[src/rtl/vps_pkg.sv]
package vps_pkg;

    typedef enum logic [2:0] {
        OP_SEQ = 3'd0,
        OP_BRA = 3'd1,
        OP_CAL = 3'd2,
        OP_RET = 3'd3,
        OP_END = 3'd4
    } op_e;

    // control decision for one issued instruction
    typedef struct packed {
        logic push;
        logic pop;
        logic finish;
        logic fault;
    } flow_t;

    function automatic logic is_ctrl(op_e op);
        return (op == OP_BRA) || (op == OP_CAL) || (op == OP_RET);
    endfunction

endpackage

[src/rtl/vps_next_pc.sv]
module vps_next_pc
    import vps_pkg::*;
#(
    parameter int PC_W = 8
) (
    input  logic [PC_W-1:0] pc,
    input  logic [PC_W-1:0] target,
    input  logic [PC_W-1:0] ret_addr,
    input  op_e             op,
    input  logic            cc_pass,
    input  logic            full,
    input  logic            empty,
    output logic [PC_W-1:0] nxt_pc,
    output flow_t           fl
);

    logic taken;

    always_comb begin
        taken  = is_ctrl(op) && cc_pass;
        nxt_pc = pc + 1'b1;
        fl     = '0;
        unique case (op)
            OP_BRA: if (taken) nxt_pc = target;
            OP_CAL: if (taken) begin
                if (full) fl.fault = 1'b1;
                else begin
                    fl.push = 1'b1;
                    nxt_pc  = target;
                end
            end
            OP_RET: if (taken) begin
                if (empty) fl.fault = 1'b1;
                else begin
                    fl.pop = 1'b1;
                    nxt_pc = ret_addr;
                end
            end
            OP_END: fl.finish = 1'b1;
            default: ;
        endcase
    end

endmodule

[src/rtl/vps_ret_stack.sv]
module vps_ret_stack #(
    parameter int PC_W  = 8,
    parameter int DEPTH = 4
) (
    input  logic            clk,
    input  logic            rst,
    input  logic            clear,
    input  logic            push,
    input  logic            pop,
    input  logic [PC_W-1:0] din,
    output logic [PC_W-1:0] top,
    output logic            full,
    output logic            empty
);

    localparam int SP_W  = $clog2(DEPTH + 1);
    localparam int IDX_W = $clog2(DEPTH);

    logic [PC_W-1:0] slots [DEPTH];
    logic [SP_W-1:0] sp;
    logic [SP_W-1:0] sp_m1;

    assign sp_m1 = sp - 1'b1;
    assign top   = slots[sp_m1[IDX_W-1:0]];
    assign full  = (sp == SP_W'(DEPTH));
    assign empty = (sp == '0);

    always_ff @(posedge clk) begin
        if (rst || clear) sp <= '0;
        else if (push)    sp <= sp + 1'b1;
        else if (pop)     sp <= sp_m1;
    end

    always_ff @(posedge clk) begin
        if (push && !clear) slots[sp[IDX_W-1:0]] <= din;
    end

    // the selector never pushes onto a full stack
    p_no_overflow_r7: assert property (@(posedge clk) disable iff (rst)
        push |-> !full);
    // the selector never pops an empty stack
    p_no_underflow_r8: assert property (@(posedge clk) disable iff (rst)
        pop |-> !empty);
    // a push followed by a pop returns the pushed address
    p_lifo_r6: assert property (@(posedge clk) disable iff (rst)
        push && !clear |=> top == $past(din));

endmodule

[src/rtl/vps_step_budget.sv]
module vps_step_budget #(
    parameter int MAX_STEPS = 65536
) (
    input  logic clk,
    input  logic rst,
    input  logic clear,
    input  logic step,
    output logic last
);

    localparam int CNT_W = $clog2(MAX_STEPS + 1);
    localparam logic [CNT_W-1:0] LAST_CNT = CNT_W'(MAX_STEPS - 1);

    logic [CNT_W-1:0] cnt;

    assign last = (cnt == LAST_CNT);

    always_ff @(posedge clk) begin
        if (rst || clear) cnt <= '0;
        else if (step)    cnt <= cnt + 1'b1;
    end

    // no instruction is issued beyond the budget
    p_budget_cap_r9: assert property (@(posedge clk) disable iff (rst)
        step |-> cnt < CNT_W'(MAX_STEPS));

endmodule

[src/rtl/vps_sequencer.sv]
module vps_sequencer
    import vps_pkg::*;
#(
    parameter int PC_W      = 8,
    parameter int RS_DEPTH  = 4,
    parameter int MAX_STEPS = 65536
) (
    input  logic            clk,
    input  logic            rst,
    input  logic            start,
    input  logic [PC_W-1:0] entry_addr,
    output logic [PC_W-1:0] imem_addr,
    output logic            imem_en,
    input  logic [2:0]      dec_op,
    input  logic [PC_W-1:0] dec_target,
    input  logic            cc_pass,
    output logic            issue_valid,
    output logic [PC_W-1:0] issue_pc,
    output logic            done,
    output logic            aborted,
    output logic            stack_err
);

    logic            running;
    logic [PC_W-1:0] pc;
    logic            done_q, abort_q, err_q;

    op_e             op;
    flow_t           fl;
    logic [PC_W-1:0] nxt_pc, ret_addr;
    logic            rs_full, rs_empty, last;
    logic            advance, do_push, do_pop, stop_ok, stop_bad;

    assign op       = op_e'(dec_op);
    assign advance  = running && !start;
    assign stop_ok  = fl.finish;
    assign stop_bad = fl.fault || (last && !fl.finish);
    assign do_push  = advance && fl.push && !last;
    assign do_pop   = advance && fl.pop && !last;

    vps_next_pc #(.PC_W(PC_W)) u_sel (
        .pc       (pc),
        .target   (dec_target),
        .ret_addr (ret_addr),
        .op       (op),
        .cc_pass  (cc_pass),
        .full     (rs_full),
        .empty    (rs_empty),
        .nxt_pc   (nxt_pc),
        .fl       (fl)
    );

    vps_ret_stack #(.PC_W(PC_W), .DEPTH(RS_DEPTH)) u_stack (
        .clk   (clk),
        .rst   (rst),
        .clear (start),
        .push  (do_push),
        .pop   (do_pop),
        .din   (PC_W'(pc + 1'b1)),
        .top   (ret_addr),
        .full  (rs_full),
        .empty (rs_empty)
    );

    vps_step_budget #(.MAX_STEPS(MAX_STEPS)) u_budget (
        .clk   (clk),
        .rst   (rst),
        .clear (start),
        .step  (advance),
        .last  (last)
    );

    always_ff @(posedge clk) begin
        if (rst) begin
            running <= 1'b0;
            pc      <= '0;
            done_q  <= 1'b0;
            abort_q <= 1'b0;
            err_q   <= 1'b0;
        end else begin
            done_q  <= 1'b0;
            abort_q <= 1'b0;
            if (start) begin
                running <= 1'b1;
                pc      <= entry_addr;
                err_q   <= 1'b0;
            end else if (running) begin
                if (stop_ok) begin
                    running <= 1'b0;
                    done_q  <= 1'b1;
                end else if (stop_bad) begin
                    running <= 1'b0;
                    abort_q <= 1'b1;
                    err_q   <= fl.fault;
                end else begin
                    pc <= nxt_pc;
                end
            end
        end
    end

    assign imem_addr   = pc;
    assign imem_en     = running;
    assign issue_valid = running;
    assign issue_pc    = pc;
    assign done        = done_q;
    assign aborted     = abort_q;
    assign stack_err   = err_q;

    // start issues the entry address next cycle
    p_start_entry_r1: assert property (@(posedge clk) disable iff (rst)
        start |=> issue_valid && issue_pc == $past(entry_addr));
    // ordinary instruction advances by one
    p_seq_step_r2: assert property (@(posedge clk) disable iff (rst)
        issue_valid && !start && !last && dec_op == OP_SEQ
        |=> issue_valid && issue_pc == PC_W'($past(issue_pc) + 1'b1));
    // taken jump lands on its target with no bubble
    p_bra_taken_r3: assert property (@(posedge clk) disable iff (rst)
        issue_valid && !start && !last && dec_op == OP_BRA && cc_pass
        |=> issue_valid && issue_pc == $past(dec_target));
    // end instruction gives done and stops issue
    p_end_done_r10: assert property (@(posedge clk) disable iff (rst)
        issue_valid && !start && dec_op == OP_END |=> done && !issue_valid);
    // completion pulses exclusive and single-cycle
    p_excl_r11: assert property (@(posedge clk) disable iff (rst)
        !(done && aborted));
    p_pulse_r11: assert property (@(posedge clk) disable iff (rst)
        done || aborted |=> !done && !aborted);

endmodule

[config.mk]
export PLATFORM = sky130hd
export DESIGN_NAME = vps_sequencer
export DESIGN_NICKNAME = d
export VERILOG_FILES = /design/src/rtl/vps_pkg.sv /design/src/rtl/vps_next_pc.sv /design/src/rtl/vps_ret_stack.sv /design/src/rtl/vps_step_budget.sv /design/src/rtl/vps_sequencer.sv
export SDC_FILE = /design/constraint.sdc
export NUM_CORES = 1
export LEC_CHECK = 0
export BUFFER_PORTS_ARGS = -buffer_cell sky130_fd_sc_hd__buf_4
export CORE_UTILIZATION = 57
export CTS_CLUSTER_SIZE = 8
export DETAILED_ROUTE_END_ITERATION = 8
export GPL_TIMING_DRIVEN = 0
export PLACE_DENSITY = 0.81
export SYNTH_ARGS = -nofsm -noshare
export SYNTH_HDL_FRONTEND = slang
export SYNTH_HIERARCHICAL = 1
export SYNTH_SLANG_ARGS = --single-unit
[constraint.sdc]
create_clock -name clk -period 6.8 [get_ports clk]
set_clock_uncertainty 0.1 [all_clocks]
set_input_delay 0.68 -clock clk [delete_from_list [all_inputs] [get_ports clk]]
set_output_delay 0.68 -clock clk [all_outputs]
set_load 0.02 [all_outputs]
---- After elaboration in Yosys (flattened, before gate mapping) ----
Memories as Yosys holds them, arrays and structs flattened.
Index checks and enable logic that the tools add are counted.
operators by class
  shifts and indexed selects .............. 0
  magnitude comparators ................... 0
  muxes and demuxes ....................... 32
  bitwise operators ....................... 2
  reductions and logical operators ........ 23
  div/mod/pow operators ................... 0
  multiply operators ...................... 0
  add/subtract/negate cells ............... 4
  equal/unequal tests ..................... 8
operator list
  kind                     number
  $mux W8                  9
  $pmux W8 S3              1
  $mux W1                  19
  $add A17 B1 Y17 const B  1
  $eq A17 B16 Y1 const B   1
  $add A8 B1 Y8 const B    1
  $logic_and A1 B1 Y1      8
  $eq A3 B2 Y1 const B     2
  $eq A3 B3 Y1 const B     2
  $mux W3                  2
  $reduce_and A3 Y1        2
  $logic_or A1 B1 Y1       4
  $ne A2 B2 Y1 const B     2
  $reduce_bool A2 Y1       2
  $reduce_or A4 Y1         1
  $add A3 B1 Y3 const B    1
  $eq A3 B1 Y1 const B     1
  $logic_not A1 Y1         3
  $logic_not A3 Y1         1
  $reduce_or A3 Y1         1
  $sub A3 B1 Y3 const B    1
  $not A1 Y1               2
  $pmux W1 S2              1
  $reduce_or A2 Y1         1
word-level totals
  memories ................................ 1
  bits in read-only memories .............. 0
  latch bits .............................. 0
  input port bits ......................... 23
  register bits after elaboration ......... 32
  RAM bits ................................ 32
  logic and storage cells ................. 77
memories
  memory         words  bits a word  read ports  clocked after Yosys merged registers in  wr ports  line                 source
  u_stack.slots  4      8            1           0                                        1         vps_ret_stack.sv:19  logic [PC_W-1:0] slots [DEPTH];

---- Depth between registers and ports, before layout ----
Gate-level depths: netlist (run 1).
  depth in word-level cells ............... 11
  mapped depth ............................ 10
  mapped depth without buffers ............ 9

---- Hierarchy ----
Netlist (run 1), hierarchy kept.
by module, submodules not included
  module           sequential area each (µm²)  times used  area an instance (µm²)  cells each
  vps_ret_stack    1021.0                      1           1412.6                  71
  vps_step_budget  340.3                       1           819.5                   91
  vps_sequencer    240.2                       1           739.5                   82
  vps_next_pc      0.0                         1           392.9                   54

---- Worst setup path after synthesis (run 1) ----
OpenSTA, ideal clock, no wires.
  path type ............................... flip-flop to flip-flop
  start point ............................. register u_stack.sp[0]
  end point ............................... memory u_stack.slots[0][0], enable pin
  setup slack ............................. 3.889 ns
  cell stages (with the launch flop) ...... 10
  arrival time ............................ 2.479 ns
  clock period less this slack ............ 2.911 ns
  buffers on the path ..................... 1
  setup time .............................. 0.332 ns
  cells stage by stage .................... dfxtp_1 > buf_6 > inv_1 > ha_1 > and2_1 > or3b_4 > nor2_1 > nor3b_1 > nor2b_1 > and2_1
RTL lines
  item                    line                 source
  from (decl)             vps_ret_stack.sv:20  logic [SP_W-1:0] sp;
  from (signal assigned)  vps_ret_stack.sv:30  else if (push) sp <= sp + 1'b1;
  from (signal assigned)  vps_ret_stack.sv:31  else if (pop) sp <= sp_m1;
  to (decl)               vps_ret_stack.sv:19

==> results of run 1 <==
kinds of logic after synthesis:
| group | synth area share |
|---|---|
| flops | 0.476 |
| simple gates | 0.181 |
| compound gates | 0.105 |
| xor+xnor | 0.0599 |
| mux | 0.0833 |
| fa+ha+maj | 0.0372 |
| buf+inv | 0.0569 |
layout make-up:
| type | instances | share of cell area |
|---|---|---|
| multi-input cells | 204 | 0.401 |
| plain buffers | 19 | 0.0383 |
| well taps | 72 | 0.0230 |
| repair buffers | 42 | 0.0804 |
| clock buffers | 15 | 0.0373 |
| flip-flops and latches | 64 | 0.408 |
| clock inverters | 1 | 0.00128 |
| inverters | 11 | 0.0105 |
cells in the final DEF (no fill, tap or decap), types with 10 or more instances in the layout:
cell / instances
a21oi_1: 14
buf_4: 52
dfxtp_1: 32
edfxtp_1: 32
ha_1: 10
inv_1: 10
mux2i_1: 10
nand2_1: 14
nand3_1: 11
nor2_1: 20
xnor2_1: 10
xor2_1: 13
critical path, delay by kind of cell (launching register included):
kind / cells / cell delay (ps)
DFF: 1 / 380
and+or+nand+nor: 6 / 2090
buffers and inverters: 2 / 310
adders and majority gates: 1 / 210
power breakdown:
group          internal, W  switching (W)
registers         0.000414      0.0000161
clock network     0.000133       0.000136
logic            0.0000488      0.0000519
path summary, 6_finish.rpt:
| check | startpoint | to |
|---|---|---|
| hold reg to reg | u_budget/cnt[11]$_SDFFE_PP0P_ | u_budget/cnt[11]$_SDFFE_PP0P_ |
| setup reg to reg | u_stack/sp[0]$_SDFFE_PP0P_ | u_stack/slots[0][0]$_DFFE_PP_ |
| hold / removal | u_budget/cnt[11]$_SDFFE_PP0P_ | u_budget/cnt[11]$_SDFFE_PP0P_ |
| setup / recovery | u_stack/sp[0]$_SDFFE_PP0P_ | u_stack/slots[0][0]$_DFFE_PP_ |
through the flow:
stage                      util  cell area (um2)  setup slack [ps]  hold slack [ps]  total power, W
final                     0.699             3920              3350              406        0.000799
after global routing      0.699             3920              3120              436        0.000835
after CTS                 0.699             3920              3350              402        0.000805
after detailed placement  0.672             3770              3370              390        0.000539
after global placement    0.672             3770              3510              366        0.000536
after floorplan               -             3360              3890              355        0.000497
layer usage:
| layer | GRT usage | vias to the layer above |
|---|---|---|
| li1 | - | 1206 |
| met1 | 0.357 | 1162 |
| met2 | 0.370 | 90 |
| met3 | 0.0448 | 10 |
| met4 | 0.116 | 0 |
| met5 | 0 | - |
sequential cells by signal (all words and copies together) (netlist names):
register,cells
stack_err,1
imem_addr,8
u_budget/cnt,17
imem_en,1
u_stack/slots,32
done,1
u_stack/sp,3
aborted,1
==> results_dict.tcl, run 1 <==
set metrics [dict create \
    status "complete, no violations" \
    numCtsBuffers 9 \
    synth_edf_count 32 \
    slew_headroom 0.551 \
    r2r_slack_ps 3350 \
    finalNonFillerCells 428 \
    final_nets 384 \
    h-tree-depth 3 \
    max_stage_delay_ps 590 \
    clockBufferDepth 2 \
    met1Wirelength_um 3140 \
    ys_ff_latch 64 \
    vias 2468 \
    cts_tree "built" \
    yosysWarnings 6 \
    clock-sinks 64 \
    fmax_ghz 0.290 \
    area_delta_synth_final_pct 16.5 \
    leakagePower_nw 1.48 \
    ys_async_sr_fraction 0 \
    arrival_ps 3330 \
    crit_fanout 9 \
    syn_nets 331 \
    drive_above_1_share 0.267 \
    clockRootBuffer "clkbuf_8" \
    syn_inst 298 \
    clk_latency_ps 330 \
    grt_overflow 0 \
    syn_area_um2 3360 \
    path_clk_slew_ps 70 \
    setup_violations 0 \
    initial_core_util 0.600 \
    wire_per_inst_um 16.1 \
    diodes 0 \
    synth_common_cells "dfxtp_1, edfxtp_1, nor2_1" \
    multi_input_area_um2 1570 \
    wl_met2_um 3190 \
    grt_pass1_vias 2379 \
    whs_path_depth 2 \
    path_common_cell "and2_1" \
    die-area_um2 6210 \
    core.rowCount 27 \
    cts-resized-gates 0 \
    yosysSeqAreaShare 0.476 \
    min_path_type "reg2reg" \
    cts_hold_buf 0 \
    synthDistinctLibCells 53 \
    yosys-top-cells-area "edfxtp_1, dfxtp_1, mux4_2, ha_1, xor2_1" \
    dr.pass1.iters 4 \
    synth_top_area_cell "edfxtp_1" \
    yosys_most_used_dff "edfxtp_1" \
    grt_max_degree 13 \
    cap_violations 0 \
    syn_avg_cell_area_um2 11.3 \
    core_um2 5610 \
    synth_top_area_share 0.286 \
    antenna_found_initial 0 \
    finalMaxSlewViolations 0 \
    wirelength_um 6900 \
    topRoutingLayerUsed "met4" \
    dp_hpwl_um 4890 \
    grt_pass1_wl_um 11700 \
    die_x_um 78.8 \
    die_height_um 78.8 \
    vdd_drop_max_v 0.000163 \
    r2r_cells 9 \
    critPathKind "reg2reg" \
    finalCriticalPeriod_ps 3450 \
    antenna_left 0 \
    start_kind "flop" \
    globalplace.congestion 0.809 \
    period_share 0.507 \
    wl_met3_um 462 \
    cp.required_ps 6680 \
    tightest_slew_ps 672 \
    rsz0062_at_grt "no" \
    port_buffers 42 \
    grtUsageTotal 0.250 \
    ios 44 \
    hold_viol_final 0 \
    drtIter0Drc 170 \
    seqCellArea_um2 1600 \
    fill_cells 435 \
    cp_cell_sequence "buf_6 > inv_1 > ha_1 > and2_1 > or3b_4 > nor2_1 > nor3b_1 > nor2b_1 > and2_1" \
    endpoint_kind "flop" \
    viasPerCell 5.77 \
    setup_tns_ps 0 \
    post-cts-setup-buffers 0 \
    p_per_area_nw_per_um2 204 \
    dpl.cell_count 412 \
    cpMaxStageDelayCell "nor3b_1" \
    drc_errors 0 \
]
(Power assumes the default switching activity.)
==> run 2: changes to the inputs <==
--- a/config.mk
+++ b/config.mk
@@ -6,11 +6,11 @@
 export NUM_CORES = 1
 export LEC_CHECK = 0
 export BUFFER_PORTS_ARGS = -buffer_cell sky130_fd_sc_hd__buf_4
-export CORE_UTILIZATION = 57
+export CORE_UTILIZATION = 52
 export CTS_CLUSTER_SIZE = 8
 export DETAILED_ROUTE_END_ITERATION = 8
 export GPL_TIMING_DRIVEN = 0
-export PLACE_DENSITY = 0.81
+export PLACE_DENSITY = 0.78
 export SYNTH_ARGS = -nofsm -noshare
 export SYNTH_HDL_FRONTEND = slang
 export SYNTH_HIERARCHICAL = 1
==> constraint.sdc (replaced) <==
create_clock -name clk -period 3.15 [get_ports clk]
set_clock_uncertainty 0.1 [all_clocks]
set_input_delay 0.315 -clock clk [delete_from_list [all_inputs] [get_ports clk]]
set_output_delay 0.315 -clock clk [all_outputs]
set_load 0.02 [all_outputs]
==> run 2 against run 1 <==
Net effect: sequential share of layout area down 0.87 points; core utilization down 4.2 points; wire length down 3.1%; global-route usage down 3.5 points; clock power rose to 2.8 times the previous value; hold slack worse by 310 ps; total power up 140%; non-clock buffer count up 1; register-to-register slack worse by 3100 ps; combinational power up 120%; worst setup slack worse by 3100 ps; critical path type unchanged; largest cell class unchanged; largest power group unchanged; highest routed layer unchanged.
==> results_dict.tcl, run 2 (synthesized netlist as in run 1, its figures left out) <==
set metrics [dict create \
    area_delta_synth_final_pct 19.1 \
    cpMaxStageDelayCell "or3b_4" \
    path_delay_family "simple AND/OR/NAND/NOR gates" \
    die_height_um 82.4 \
    crit_buf_inv 2 \
    vias 2447 \
    whs_path_depth 2 \
    crit_fanout 9 \
    antenna_left 0 \
    die-area_um2 6800 \
    cts_tree "built" \
    leakagePower_nw 1.52 \
    largest_register_ffs 32 \
    die_x_um 82.4 \
    wirelength_um 6690 \
    critPathKind "reg2reg" \
    layout_commonest_cell "buf_4" \
    grt_max_degree 13 \
    status "complete, no violations" \
    clockRootBuffer "clkbuf_8" \
    vdd_drop_max_v 0.000295 \
    endpoint_kind "flop" \
    max_stage_delay_ps 420 \
    finalMaxSlewViolations 0 \
    h-tree-depth 3 \
    worst_slack_ps 206 \
    arrival_ps 2870 \
    fin_area_um2 4010 \
    r2r_slack_ps 210 \
    clk_latency_ps 340 \
    cp.required_ps 3080 \
    dp_hpwl_um 4770 \
    rsz0062_at_grt "no" \
    hold-path-endpoint "u_stack/sp[2]$_SDFFE_PP0P_" \
    layout_common_cells "buf_4, dfxtp_1, edfxtp_1, nor2_1" \
    dp_worst_setup_slack_ps -231 \
    grt_pass1_wl_um 10500 \
    port_buffers 42 \
    r2r_cells 9 \
    finalCriticalPeriod_ps 2940 \
    cap_violations 0 \
    slew_headroom 0.576 \
    clockBufferDepth 2 \
    dr.pass1.iters 4 \
    start_kind "flop" \
    setup_violations 0 \
    final_nets 385 \
    drc_errors 0 \
    viasPerCell 5.68 \
    setup_tns_ps 0 \
    drive_above_1_share 0.298 \
    wire_per_inst_um 15.5 \
    hold_viol_final 0 \
    initial_core_util 0.552 \
    ios 44 \
    r2r-end "u_stack/slots[2][2]$_DFFE_PP_" \
    drtIter0Drc 142 \
    fmax_ghz 0.340 \
    core.rowCount 28 \
    cp_cell_sequence "buf_6 > inv_1 > ha_1 > and2_1 > or3b_4 > nor2_1 > nor3b_4 > nor2b_1 > and2_2" \
    timing.rr.start "u_stack/sp[0]$_SDFFE_PP0P_" \
    path_clk_slew_ps 70 \
    worstHoldStart "start" \
    period_share 0.935 \
    antenna_found_initial 0 \
    grt_pass1_vias 2197 \
    min_path_type "in2reg" \
    dpl-instance-area_um2 3770 \
    grtUsageTotal 0.215 \
    numCtsBuffers 9 \
    grt_overflow 0 \
    diodes 0 \
    globalplace.congestion 0.847 \
    clock-sinks 64 \
    tightest_slew_ps 634 \
    core_um2 6100 \
    p_per_area_nw_per_um2 475 \
]
-- run 2: worst max-delay path by stage --
| stage | start | endpoint | slack (ps) | cells after the start |
|---|---|---|---|---|
| 2_1_floorplan | u_stack/sp[0]$_SDFFE_PP0P_ | u_stack/slots[3][0]$_DFFE_PP_ | 240 | 9 |
| 3_3_place_gp | u_stack/sp[0]$_SDFFE_PP0P_ | u_stack/slots[2][5]$_DFFE_PP_ | -180 | 9 |
| 3_5_place_dp | u_stack/sp[0]$_SDFFE_PP0P_ | u_stack/slots[0][5]$_DFFE_PP_ | -230 | 9 |
| 4_1_cts | u_stack/sp[0]$_SDFFE_PP0P_ | u_stack/slots[3][0]$_DFFE_PP_ | 5 | 9 |
| 5_1_grt | u_stack/sp[0]$_SDFFE_PP0P_ | u_stack/slots[0][3]$_DFFE_PP_ | 5 | 9 |
| 6_report | u_stack/sp[0]$_SDFFE_PP0P_ | u_stack/slots[2][2]$_DFFE_PP_ | 210 | 9 |
-- run 2: repair_timing --
item	in CTS	in global routing
hold buffers	0	0
resized for setup	3	3
buffers inserted	0	1
endpoints found under the setup margin	32	32
gates cloned	0	0
pin swaps	0	0
hold endpoints to repair	0	0
-- run 2: layer usage --
layer  global-route usage  up-vias  routed length (um)
met3               0.0451       14                 392
met4                0.109        0                 162
met2                0.326       83                3050
met5                    0        -                   0
li1                     -     1201                   -
met1                0.290     1149                3090
-- run 2: layout make-up --
type / count / area (um2)
fill: 492 / 2090
sequential: 64 / 1600
multi-input combinational: 204 / 1590
timing repair buffer: 43 / 323
buffer: 19 / 150
clock buffer: 9 / 124
tap: 75 / 93.8
clock inverter: 6 / 85.1
inverter: 11 / 41.3
-- run 2: where the power goes --
| group | switching, W | internal (W) |
|---|---|---|
| logic | 0.000112 | 0.000106 |
| registers | 0.0000339 | 0.000893 |
| clock network | 0.000318 | 0.000438 |
| total | 0.000464 | 0.00144 |
-- run 2: metrics by stage --
| step | cells | utilization | power (W) | hold slack (ps) |
|---|---|---|---|---|
| floorplan | 298 | - | 0.00107 | 284 |
| global placement | 415 | 0.619 | 0.00116 | 369 |
| detailed placement | 415 | 0.619 | 0.00116 | 383 |
| CTS | 430 | 0.655 | 0.00191 | 88.5 |
| global route | 431 | 0.657 | 0.00197 | 97.6 |
| finish | 431 | 0.657 | 0.00190 | 100 |
-- run 2: worst register-to-register path, stage by stage, from the launching register on --
cell and delay (ps):
dfxtp_1 370, buf_6 190, inv_1 110, ha_1 220, and2_1 180, or3b_4 420, nor2_1 200, nor3b_4 290
nor2b_1 240, and2_2 320
==> run 3: changes to the inputs <==
--- a/config.mk
+++ b/config.mk
@@ -13,5 +13,4 @@
 export PLACE_DENSITY = 0.78
 export SYNTH_ARGS = -nofsm -noshare
 export SYNTH_HDL_FRONTEND = slang
-export SYNTH_HIERARCHICAL = 1
 export SYNTH_SLANG_ARGS = --single-unit
==> run 3 against run 2 <==
Net effect: fmax up 3.7%; critical path depth fell by 1; count of clock-buffer cells in the layout unchanged; hold slack better by 44 ps; first-iteration DRC count up 19%; sequential cell count unchanged; core utilization down 1.7 points; clock power shrank 20%; combinational power down 7%; via count fell by 4.0%; synthesized area decreased by 3.3%.
==> results_dict.tcl, run 3 <==
set metrics [dict create \
    setup_tns_ps 0 \
    critPathKind "reg2reg" \
    clockRootBuffer "clkbuf_8" \
    globalplace.congestion 0.813 \
    max_stage_delay_ps 550 \
    die_height_um 81.1 \
    cp_cell_sequence "nand4_1 > nor4_1 > nand3_1 > nor2_1 > ha_1 > nor3b_1 > and3_1 > and3_1" \
    syn_area_um2 3250 \
    r2r_cells 8 \
    grtUsageTotal 0.214 \
    grt_pass1_vias 2115 \
    endpoint_kind "flop" \
    worstHoldStart "entry_addr[4]" \
    cts-resized-gates 0 \
    syn_avg_cell_area_um2 11.1 \
    fmax_ghz 0.352 \
    area_delta_synth_final_pct 17.8 \
    yosys_most_used_dff "edfxtp_1" \
    yosysSeqAreaShare 0.492 \
    cap_violations 0 \
    grt_overflow 0 \
    core_um2 5990 \
    drtIter0Drc 169 \
    crit_buf_inv 0 \
    timing.rr.start "u_budget.cnt[5]$_SDFFE_PP0P_" \
    viasPerCell 5.52 \
    vias 2348 \
    layout_commonest_cell "buf_4" \
    h-tree-depth 3 \
    ys_ff_latch 64 \
    drive_above_1_share 0.240 \
    status "complete, no violations" \
    path_clk_slew_ps 70 \
    synth_top_area_cell "edfxtp_1" \
    wirelength_um 6510 \
    path_common_cell "and3_1" \
    syn_inst 292 \
    grt_pass1_wl_um 10100 \
    finalMaxSlewViolations 0 \
    yosysWarnings 0 \
    finish.utilization 0.640 \
    numCtsBuffers 9 \
    synth_top_area_share 0.295 \
    synthDistinctLibCells 52 \
    dr.pass1.iters 4 \
    antenna_found_initial 0 \
    core.rowCount 28 \
    leakagePower_nw 1.48 \
    whs_ps 144 \
    clk_latency_ps 340 \
    port_buffers 42 \
    vdd_drop_max_v 0.000306 \
    largest_register_ffs 32 \
    cts_tree "built" \
    p_per_area_nw_per_um2 447 \
    slew_headroom 0.586 \
    hold_viol_final 0 \
    dpl.cell_count 409 \
    cpMaxStageDelayCell "nor4_1" \
    initial_core_util 0.543 \
    antenna_left 0 \
    drc_errors 0 \
    post-cts-setup-buffers 0 \
    clockBufferDepth 2 \
    yosys-top-cells-area "edfxtp_1, dfxtp_1, mux4_1, xor2_1, nor2_1" \
    layout_common_cells "buf_4, dfxtp_1, edfxtp_1, nor2_1, inv_1" \
    dp_hpwl_um 4750 \
    tightest_slew_ps 615 \
    period_share 0.902 \
    clock-sinks 64 \
    grt_max_degree 13 \
    ys_async_sr_fraction 0 \
    wire_per_inst_um 15.3 \
    cp-startpoint "u_budget.cnt[5]$_SDFFE_PP0P_" \
    synth_common_cells "dfxtp_1, edfxtp_1, nor2_1" \
    arrival_ps 2780 \
    die-area_um2 6580 \
    finalNonFillerCells 425 \
    final_nets 376 \
    diodes 0 \
    syn_nets 323 \
    fill_cells 471 \
    path_delay_family "simple AND/OR/NAND/NOR gates" \
    cts_hold_buf 0 \
    ios 44 \
    cp.required_ps 3090 \
    finalCriticalPeriod_ps 2840 \
    cp.depth 8 \
    synth_edf_count 32 \
    crit_fanout 8 \
    die_x_um 81.1 \
    min_path_type "in2reg" \
    setup_violations 0 \
    start_kind "flop" \
    whs_path_depth 3 \
    rsz0062_at_grt "no" \
]
==> run 3: metrics by stage <==
| stage | total power, W | cell area [um2] | setup WS, ps |
|---|---|---|---|
| after floorplan | 0.00105 | 3250 | 783 |
| after global placement | 0.00112 | 3660 | 385 |
| after detailed placement | 0.00113 | 3660 | 383 |
| after CTS | 0.00173 | 3830 | 342 |
| after global routing | 0.00179 | 3830 | 91.0 |
| final | 0.00171 | 3830 | 310 |
==> run 3: path summary, 6_finish.rpt <==
path / endpoint / slack, ps
max: u_stack.slots[2][7]$_DFFE_PP_ / 310
min: imem_addr[4]$_SDFFE_PP0P_ / 140
max reg2reg: u_stack.slots[2][7]$_DFFE_PP_ / 310
min reg2reg: u_budget.cnt[16]$_SDFFE_PP0P_ / 390
==> run 3: tightest hold or removal path: stages <==
cell,delay [ps]
buf_4,100
inv_1,60
a2111oi_2,60
==> run 3: area by class of cell <==
cell class / instances / area, um2 / area share
timing repair buffer: 42 / 315 / 0.0822
clock inverter: 7 / 47.5 / 0.0124
inverter: 21 / 78.8 / 0.0206
buffer: 21 / 125 / 0.0326
tap: 75 / 93.8 / 0.0245
multi-input combinational: 186 / 1450 / 0.378
sequential: 64 / 1600 / 0.418
clock buffer: 9 / 124 / 0.0323
==> run 3: metal layers <==
layer | GRT usage | wire (um) | vias up
met5 | 0 | 0 | -
met2 | 0.338 | 3160 | 67
met3 | 0.0663 | 373 | 4
met4 | 0.0768 | 39 | 0
met1 | 0.275 | 2940 | 1111
li1 | - | - | 1166
==> run 3: cells by family (layout without fill, tap and decap cells) <==
family / count (synthesis) / count (layout) / synth area share
and+or+nand+nor: 103 / 103 / 0.170
DFF: 64 / 64 / 0.492
buffers and inverters: 42 / 100 / 0.0627
AOI/OAI and AO/OA: 38 / 38 / 0.100
xor gates and xnor gates: 24 / 24 / 0.0646
muxes: 13 / 13 / 0.0792
adders and majority gates: 8 / 8 / 0.0308
==> run 3: report_power, final <==
part / switching [W] / internal [W] / leakage (nW)
logic: 0.000111 / 0.0000909 / 0.840
clock network: 0.000320 / 0.000285 / 0.0870
registers: 0.0000177 / 0.000890 / 0.557
